File: config.mk
export PLATFORM = sky130hd
export DESIGN_NAME = ep_irq_agg
export DESIGN_NICKNAME = d
export VERILOG_FILES = /design/src/rtl/ep_irq_pkg.sv /design/src/rtl/ep_irq_slot.sv /design/src/rtl/ep_irq_rdmux.sv /design/src/rtl/ep_irq_agg.sv
export SDC_FILE = /design/constraint.sdc
export NUM_CORES = 1
export LEC_CHECK = 0
export BUFFER_PORTS_ARGS = -buffer_cell sky130_fd_sc_hd__buf_4
export CORE_UTILIZATION = 40
export CTS_CLUSTER_DIAMETER = 100
export DETAILED_ROUTE_END_ITERATION = 16
export PLACE_DENSITY = 0.66
export SETUP_SLACK_MARGIN = 0.3
export SLEW_MARGIN = 30
export SYNTH_ARGS = -nofsm -noshare
export SYNTH_HDL_FRONTEND = slang
export SYNTH_SLANG_ARGS = --single-unit
File: constraint.sdc
create_clock -name clk -period 2.07 [get_ports clk]
set_input_delay 0 -clock clk [delete_from_list [all_inputs] [get_ports clk]]
set_output_delay 0 -clock clk [all_outputs]
set_load 0.005 [all_outputs]
File: src/rtl/ep_irq_pkg.sv
package ep_irq_pkg;
  localparam int REG_W = 8;

  localparam int B_IN     = 0;
  localparam int B_STALL  = 1;
  localparam int B_OUT    = 2;
  localparam int B_SETUP  = 3;
  localparam int B_NAKOUT = 4;
  localparam int B_NAKIN  = 6;
  localparam int B_UDF    = 5;
  localparam int B_OVF    = 6;
  localparam int B_FLOWEN = 7;

  localparam logic [REG_W-1:0] FLAG_MASK = 8'h5F;
  localparam logic [REG_W-1:0] STAT_MASK = 8'h60;
  localparam logic [REG_W-1:0] EN_MASK   = 8'hDF;

  typedef enum logic [1:0] {
    SEL_FLAG = 2'd0,
    SEL_STAT = 2'd1,
    SEL_EN   = 2'd2,
    SEL_NONE = 2'd3
  } reg_sel_e;

  // Clear-on-zero write, then hardware sets; a set beats a clear.
  function automatic logic [REG_W-1:0] clr0_next(
    input logic [REG_W-1:0] cur,
    input logic [REG_W-1:0] set,
    input logic             wr_hit,
    input logic [REG_W-1:0] wdata,
    input logic [REG_W-1:0] mask
  );
    logic [REG_W-1:0] kept;
    kept = wr_hit ? (cur & wdata) : cur;
    return (kept | set) & mask;
  endfunction

  // Summary interrupt of one endpoint.
  function automatic logic ep_summary(
    input logic [REG_W-1:0] flags,
    input logic [REG_W-1:0] stat,
    input logic [REG_W-1:0] en
  );
    logic proc_hit;
    logic flow_hit;
    proc_hit = |(flags & en & FLAG_MASK);
    flow_hit = (|(stat & STAT_MASK)) & en[B_FLOWEN];
    return proc_hit | flow_hit;
  endfunction
endpackage

File: src/rtl/ep_irq_slot.sv
module ep_irq_slot
  import ep_irq_pkg::*;
(
  input  logic             clk,
  input  logic             rst_n,
  input  logic             ev_in_rdy,
  input  logic             ev_out_rx,
  input  logic             ev_setup_rx,
  input  logic             ev_stall,
  input  logic             ev_iso_crc,
  input  logic             ev_ovf,
  input  logic             ev_udf,
  input  logic             ev_nak_in,
  input  logic             ev_nak_out,
  input  logic             iso_mode,
  input  logic             wr_flag,
  input  logic             wr_stat,
  input  logic             wr_ena,
  input  logic [REG_W-1:0] wdata,
  output logic [REG_W-1:0] flags_q,
  output logic [REG_W-1:0] stat_q,
  output logic [REG_W-1:0] en_q,
  output logic             irq
);
  logic [REG_W-1:0] flag_set;
  logic [REG_W-1:0] stat_set;

  always_comb begin
    flag_set           = '0;
    flag_set[B_IN]     = ev_in_rdy;
    flag_set[B_STALL]  = ev_stall | (ev_iso_crc & iso_mode);
    flag_set[B_OUT]    = ev_out_rx;
    flag_set[B_SETUP]  = ev_setup_rx;
    flag_set[B_NAKOUT] = ev_nak_out;
    flag_set[B_NAKIN]  = ev_nak_in;
  end

  always_comb begin
    stat_set        = '0;
    stat_set[B_OVF] = ev_ovf;
    stat_set[B_UDF] = ev_udf & iso_mode;
  end

  always_ff @(posedge clk or negedge rst_n) begin
    if (!rst_n) begin
      flags_q <= '0;
      stat_q  <= '0;
      en_q    <= '0;
    end else begin
      flags_q <= clr0_next(flags_q, flag_set, wr_flag, wdata, FLAG_MASK);
      stat_q  <= clr0_next(stat_q, stat_set, wr_stat, wdata, STAT_MASK);
      if (wr_ena) begin
        en_q <= wdata & EN_MASK;
      end
    end
  end

  assign irq = ep_summary(flags_q, stat_q, en_q);
endmodule

File: src/rtl/ep_irq_rdmux.sv
module ep_irq_rdmux
  import ep_irq_pkg::*;
#(
  parameter int NUM_EP = 5,
  parameter int EPW    = 3
) (
  input  logic [NUM_EP-1:0][REG_W-1:0] flag_all,
  input  logic [NUM_EP-1:0][REG_W-1:0] stat_all,
  input  logic [NUM_EP-1:0][REG_W-1:0] en_all,
  input  logic [EPW-1:0]               ep_sel,
  input  logic [1:0]                   reg_sel,
  output logic [REG_W-1:0]             rd_data
);
  reg_sel_e sel;
  assign sel = reg_sel_e'(reg_sel);

  always_comb begin
    rd_data = '0;
    for (int e = 0; e < NUM_EP; e++) begin
      if (ep_sel == EPW'(e)) begin
        unique case (sel)
          SEL_FLAG: rd_data = flag_all[e];
          SEL_STAT: rd_data = stat_all[e];
          SEL_EN:   rd_data = en_all[e];
          SEL_NONE: rd_data = '0;
        endcase
      end
    end
  end
endmodule

File: src/rtl/ep_irq_agg.sv
module ep_irq_agg
  import ep_irq_pkg::*;
#(
  parameter int NUM_EP = 5,
  parameter int EPW    = (NUM_EP > 1) ? $clog2(NUM_EP) : 1
) (
  input  logic              clk,
  input  logic              rst_n,
  input  logic [NUM_EP-1:0] ev_in_rdy,
  input  logic [NUM_EP-1:0] ev_out_rx,
  input  logic [NUM_EP-1:0] ev_setup_rx,
  input  logic [NUM_EP-1:0] ev_stall,
  input  logic [NUM_EP-1:0] ev_iso_crc,
  input  logic [NUM_EP-1:0] ev_ovf,
  input  logic [NUM_EP-1:0] ev_udf,
  input  logic [NUM_EP-1:0] ev_nak_in,
  input  logic [NUM_EP-1:0] ev_nak_out,
  input  logic [NUM_EP-1:0] iso_mode,
  input  logic [EPW-1:0]    ep_sel,
  input  logic [1:0]        reg_sel,
  input  logic              wr_en,
  input  logic [REG_W-1:0]  wr_data,
  output logic [REG_W-1:0]  rd_data,
  output logic [NUM_EP-1:0] ep_irq,
  output logic              ep_any_irq
);
  // Named internal state, visible to the bound checker.
  logic [NUM_EP-1:0][REG_W-1:0] flag_all;
  logic [NUM_EP-1:0][REG_W-1:0] stat_all;
  logic [NUM_EP-1:0][REG_W-1:0] en_all;
  logic [NUM_EP-1:0]            ep_hit;
  logic [NUM_EP-1:0]            wr_flag_vec;
  logic [NUM_EP-1:0]            wr_stat_vec;
  logic [NUM_EP-1:0]            wr_ena_vec;

  reg_sel_e sel;
  assign sel = reg_sel_e'(reg_sel);

  genvar g;
  generate
    for (g = 0; g < NUM_EP; g++) begin : g_ep
      assign ep_hit[g]      = wr_en && (ep_sel == EPW'(g));
      assign wr_flag_vec[g] = ep_hit[g] && (sel == SEL_FLAG);
      assign wr_stat_vec[g] = ep_hit[g] && (sel == SEL_STAT);
      assign wr_ena_vec[g]  = ep_hit[g] && (sel == SEL_EN);

      ep_irq_slot u_slot (
        .clk         (clk),
        .rst_n       (rst_n),
        .ev_in_rdy   (ev_in_rdy[g]),
        .ev_out_rx   (ev_out_rx[g]),
        .ev_setup_rx (ev_setup_rx[g]),
        .ev_stall    (ev_stall[g]),
        .ev_iso_crc  (ev_iso_crc[g]),
        .ev_ovf      (ev_ovf[g]),
        .ev_udf      (ev_udf[g]),
        .ev_nak_in   (ev_nak_in[g]),
        .ev_nak_out  (ev_nak_out[g]),
        .iso_mode    (iso_mode[g]),
        .wr_flag     (wr_flag_vec[g]),
        .wr_stat     (wr_stat_vec[g]),
        .wr_ena      (wr_ena_vec[g]),
        .wdata       (wr_data),
        .flags_q     (flag_all[g]),
        .stat_q      (stat_all[g]),
        .en_q        (en_all[g]),
        .irq         (ep_irq[g])
      );
    end
  endgenerate

  ep_irq_rdmux #(
    .NUM_EP (NUM_EP),
    .EPW    (EPW)
  ) u_rdmux (
    .flag_all (flag_all),
    .stat_all (stat_all),
    .en_all   (en_all),
    .ep_sel   (ep_sel),
    .reg_sel  (reg_sel),
    .rd_data  (rd_data)
  );

  assign ep_any_irq = |ep_irq;
endmodule

== After elaboration in Yosys (flattened, before gate mapping) ==
Cells that the tools add are included.

* Reductions and logical operators: 33
* Bitwise operators: 50
* Multiplexer cells: 20
* Equal/unequal tests: 7

{| class="wikitable"
|+ Operators by type and width
! operator !! number
|-
| $pmux W8 S4 || 5
|-
| $and A7 B7 Y7 || 15
|-
| $mux W7 || 10
|-
| $or A7 B7 Y7 || 10
|-
| $mux W8 || 5
|-
| $reduce_or A6 Y1 || 5
|-
| $logic_and A1 B1 Y1 || 20
|-
| $and A1 B1 Y1 || 15
|-
| $or A1 B1 Y1 || 10
|-
| $reduce_or A2 Y1 || 5
|-
| $eq A3 B2 Y1 const B || 2
|-
| $reduce_or A5 Y1 || 1
|-
| $eq A2 B2 Y1 const B || 2
|-
| $eq A3 B1 Y1 const B || 1
|-
| $eq A3 B3 Y1 const B || 1
|-
| $logic_not A3 Y1 || 1
|-
| $eq A2 B1 Y1 const B || 1
|-
| $logic_not A2 Y1 || 1
|}

* Word-level logic and storage cells: 125
* Register bits: 75
* Input bits: 66

== Longest topological paths before layout ==
* Depth after elaboration: 7
* Gate-level depth with buffers: 7

== Cells and area by module ==
From an unflattened synthesis, not the netlist that was laid out.

* Cells, all modules: 475
* Area total of the unflattened synthesis: 4,832.1 µm²

{| class="wikitable"
|+ Modules (own cells, without submodules)
! module !! area an instance (µm²) !! cells an instance !! instances
|-
| ep_irq_slot || 685.7 || 54 || 5
|-
| ep_irq_rdmux || 1,241.2 || 178 || 1
|-
| ep_irq_agg || 162.7 || 27 || 1
|}

== Worst setup path after synthesis ==
OpenSTA, ideal clock, no wires.

* Path kind: flip-flop to output port
* Start: register g_ep[2].u_slot.flags_q[3]
* End: output ep_any_irq
* Stages on the path, launching flop included: 6
* Setup slack: 0.920 ns
* Data arrival time: 1.150 ns
* Path through: dfrtp_1 a22o_1 a221oi_1 nand3_1 nor3_1 nand2_1

* Longest elaborated chain between the ends: 4

{| class="wikitable"
|+ RTL lines
! what !! line !! text
|-
| start: declaration || ep_irq_slot.sv:20 || <nowiki>output logic [REG_W-1:0] flags_q,</nowiki>
|-
| start signal: assignment || ep_irq_slot.sv:50 || <nowiki>flags_q <= clr0_next(flags_q, flag_set, wr_flag, wdata, FLAG_MASK);</nowiki>
|-
| $and A7 B7 Y7 || ep_irq_pkg.sv:46 || <nowiki>proc_hit = |(flags & en & FLAG_MASK);</nowiki>
|-
| $reduce_or A6 Y1 || ep_irq_pkg.sv:46 ||
|-
| $or A1 B1 Y1 || ep_irq_pkg.sv:48 || <nowiki>return proc_hit | flow_hit;</nowiki>
|-
| named net g_ep[2].u_slot.irq || ep_irq_slot.sv:23 || <nowiki>output logic irq</nowiki>
|-
| $reduce_or A5 Y1 || ep_irq_agg.sv:84 || <nowiki>assign ep_any_irq = |ep_irq;</nowiki>
|-
| end: declaration || ep_irq_agg.sv:25 || <nowiki>output logic ep_any_irq</nowiki>
|}

The timed path passes the listed nets, and every way through them passes these cells.

== Worst setup path in the final report ==
* Start: register g_ep[0].u_slot.flags_q[3]
* End: output ep_any_irq

* Longest elaborated chain between the ends: 4

{| class="wikitable"
|+ RTL lines
! what !! line
|-
| start: declaration || ep_irq_slot.sv:20
|-
| start signal: assignment || ep_irq_slot.sv:50
|-
| $and A7 B7 Y7 || ep_irq_pkg.sv:46
|-
| $reduce_or A6 Y1 || ep_irq_pkg.sv:46
|-
| $or A1 B1 Y1 || ep_irq_pkg.sv:48
|-
| $reduce_or A5 Y1 || ep_irq_agg.sv:84
|}

No other way between the ends.

==> summary.txt <==
Power
  • Worst VDD drop: approximately 0.28 mV
  • Comb pwr share: 0.217
  • Int Pwr: around 2700 µW
  • Psw: around 1000 µW
  • Clock network power share: 0.313
  • Sw frac: 0.267
  • Pwr dens: about 670 nW/µm²
  • Sequential power share: 0.470
  • Leakage: 0.00229 µW

Yosys
  • EDFF count, synth: 0
  • Asr flop ratio synth: 1.00
  • Syn_area_per_cell: around 11 µm²
  • Post-Syn Nets: 417
  • Synthesized area: slightly below 4000 µm²
  • Yosys reg bits: between 70 and 80
  • Sequential share of the synthesized area: 0.478
  • Cells after synthesis: approximately 350
  • Synth cell types: 38
  • Post-synth top flop: dfrtp_1
  • YS warnings: 0

Timing
  • Clock skew: 0 ps
  • Part of the cycle the worst path needs: 0.871
  • Max Slew Vio Count: 0
  • Rel. slew slack: 0.615
  • Finish-stage setup viols: 0
  • Setup TNS: 0 ps
  • Hold Vio Cnt, Final: 0
  • Worst-Margin Slew: around 580 ps
  • Worst Setup Slack, final: around 270 ps
  • Fmax: 554 MHz
  • Final min period: roughly 1800 ps
  • RSZ-0062 raised after global routing: true

Place
  • Port Buffers: 79
  • Final RePlAce weighted congestion: between 0.8 and 0.9
  • Dpl ws: 467 ps
  • Detailed Place HPWL: 7620 µm

Setup path
  • Worst setup EP type: output pin
  • Reg2reg path depth: 3
  • Worst Path Arrival: roughly 1800 ps
  • R2R setup slack: 650 ps
  • Crit Path Max Fanout: 2
  • Reg2reg start: g_ep[1].u_slot.stat_q[5]$_DFF_PN0_
  • Crit Reg-Reg Endpoint: g_ep[1].u_slot.stat_q[5]$_DFF_PN0_
  • Crit path launch type: flop
  • Critical Path Sink: ep_any_irq
  • Critical setup path kind: flop to output pin
  • Crit path launch: g_ep[0].u_slot.flags_q[3]$_DFF_PN0_
  • Required @ worst endpoint: approximately 2100 ps

Drt
  • # DRC: 0
  • First-pass iteration count of the detailed router: 4
  • Total routed wirelength: 10900 µm
  • Vias post-DR: about 3300
  • DR WL/cell: 17.6 µm
  • ANT nets after route: 0
  • DR iter-0 viols: between 100 and 150
  • Vias per cell: roughly 5.3

Global route
  • Largest net degree at the start of global routing: between 70 and 80
  • Initial antenna violation count: 0
  • GRT Total Usage: 0.230
  • First-pass GRT wire length: ~17000 µm
  • GRT Residual Overflow: 0
  • Vias in the first global route: between 3000 and 4000

Clocking
  • Clock slew at reported path FFs: around 70 ps
  • Clk root buf: clkbuf_8
  • CTS buffer count: 9
  • H-tree Lvls: 3
  • Worst-Skew Late Latency: around 340 ps
  • Longest Clk Path Bufs: 2
  • CTS tree: done
  • CTS sink count: 75

Floorplan
  • DIE AREA: ~10000 µm²
  • I/O pin count: 80
  • Initial core utilization: 0.419
  • Die width: approximately 100 µm
  • Core Area: approximately 9400 µm²
  • Site row count: 35
  • Die height: 101 µm

Cells and area
  • Nets: 553
  • Commonest non-fill, non-tap cell in the layout: buf_4
  • P&R area growth vs syn: 38.5%
  • Share of cells above drive strength 1: 0.320
  • FILL cells: around 840
  • N_diodes: 0
  • Most frequent cells in the layout: buf_4 (85), dfrtp_1 (75), dlygate4sd3_1 (59), o21ai_0 (36)

Run status
  • Status: completed

Run
  • Total of max-cap violations: 0

Worst hold path
  • Min-Delay Path Class: input pin to flop
[worst min-delay path by stage]
stage                    start                                  end  slack (ps)  cells after the start
floorplan                rst_n   g_ep[0].u_slot.en_q[0]$_DFFE_PN0P_        -300                      0
detailed placement       rst_n  g_ep[4].u_slot.flags_q[3]$_DFF_PN0_          50                      2
global placement         rst_n  g_ep[4].u_slot.flags_q[3]$_DFF_PN0_          50                      2
CTS                 wr_data[4]   g_ep[3].u_slot.en_q[4]$_DFFE_PN0P_         0.5                      2
global route        wr_data[4]   g_ep[1].u_slot.en_q[4]$_DFFE_PN0P_           2                      2
finish              wr_data[4]   g_ep[3].u_slot.en_q[4]$_DFFE_PN0P_          10                      2
[area by class of cell]
class                      count  area (µm²)  area share
timing repair buffer         146        1260       0.232
inverter                       1        3.75    0.000691
sequential                    75        1880       0.345
clock buffer                  13         159      0.0292
multi-input combinational    254        1940       0.356
tap                          129         161      0.0297
clock inverter                 2        35.0     0.00645
[kinds of logic (layout without fill, tap and decap cells)]
family | count (synthesis) | count (layout) | share of synthesized area
AOI/OAI and AO/OA | 86 | 86 | 0.136
buffers and inverters | 22 | 162 | 0.0411
DFF | 75 | 75 | 0.478
muxes | 67 | 67 | 0.195
and+or+nand+nor | 101 | 101 | 0.149
[flip-flops by register name, indices dropped and copies added (netlist names)]
signal,count
g_ep.u_slot.en_q,35
g_ep.u_slot.flags_q,30
g_ep.u_slot.stat_q,10
[what timing repair did]
| action | CTS | global route |
|---|---|---|
| buffers inserted | 0 | 5 |
| resized for setup | 2 | 9 |
| endpoints found under the setup margin | 1 | 6 |
| endpoints found under the hold margin | 133 | 0 |
| hold buffers | 61 | 0 |
| pin swaps | 3 | 11 |
[worst max-delay path, stage by stage, from the launching register on]
cell	delay, ps
dfrtp_1	380
a22o_1	250
a221oi_2	230
nand3_2	160
nor3_4	230
nand2_1	80
buf_4	130
[Yosys cell counts (all sizes together) (6+ instances only)]
master	n	area [µm²]
a21oi	10	50.1
a22o	10	87.6
a22oi	6	45.0
buf	15	135
clkbuf	6	22.5
dfrtp	75	1880
mux2	36	432
mux2i	29	290
nand2	25	104
nand2b	30	195
nand3	11	67.6
nor2	10	50.1
nor3	11	77.6
o21ai	37	185
o22ai	10	62.6
[per-stage QoR]
stage          total power, µW  hold slack (ps)   util  std cells  instance area [µm²]
3_5_place_dp              2420             50.4  0.485        540                 4550
3_3_place_gp              2400             50.2  0.485        540                 4550
4_1_cts                   3640            0.540  0.572        616                 5360
5_1_grt                   3820             1.71  0.580        620                 5430
2_1_floorplan             2150             -296      -        351                 3920
6_report                  3660             11.5  0.580        620                 5430
[metal layers]
layer / part of all wire / vias up / track usage
met3: 0.040 / 19 / 0.0368
met5: 0 / - / 0
met4: 0.020 / 0 / 0.0691
met2: 0.49 / 86 / 0.378
li1: - / 1549 / -
met1: 0.45 / 1620 / 0.314
[power by group through the flow]
stage	clock [µW]	sequential (µW)	combinational, µW
2_1_floorplan	0	1710	443
3_3_place_gp	0	1740	667
3_5_place_dp	0	1740	676
4_1_cts	1160	1720	766
5_1_grt	1230	1740	860
6_report	1150	1720	793
Power figures use the tool's default switching activity.
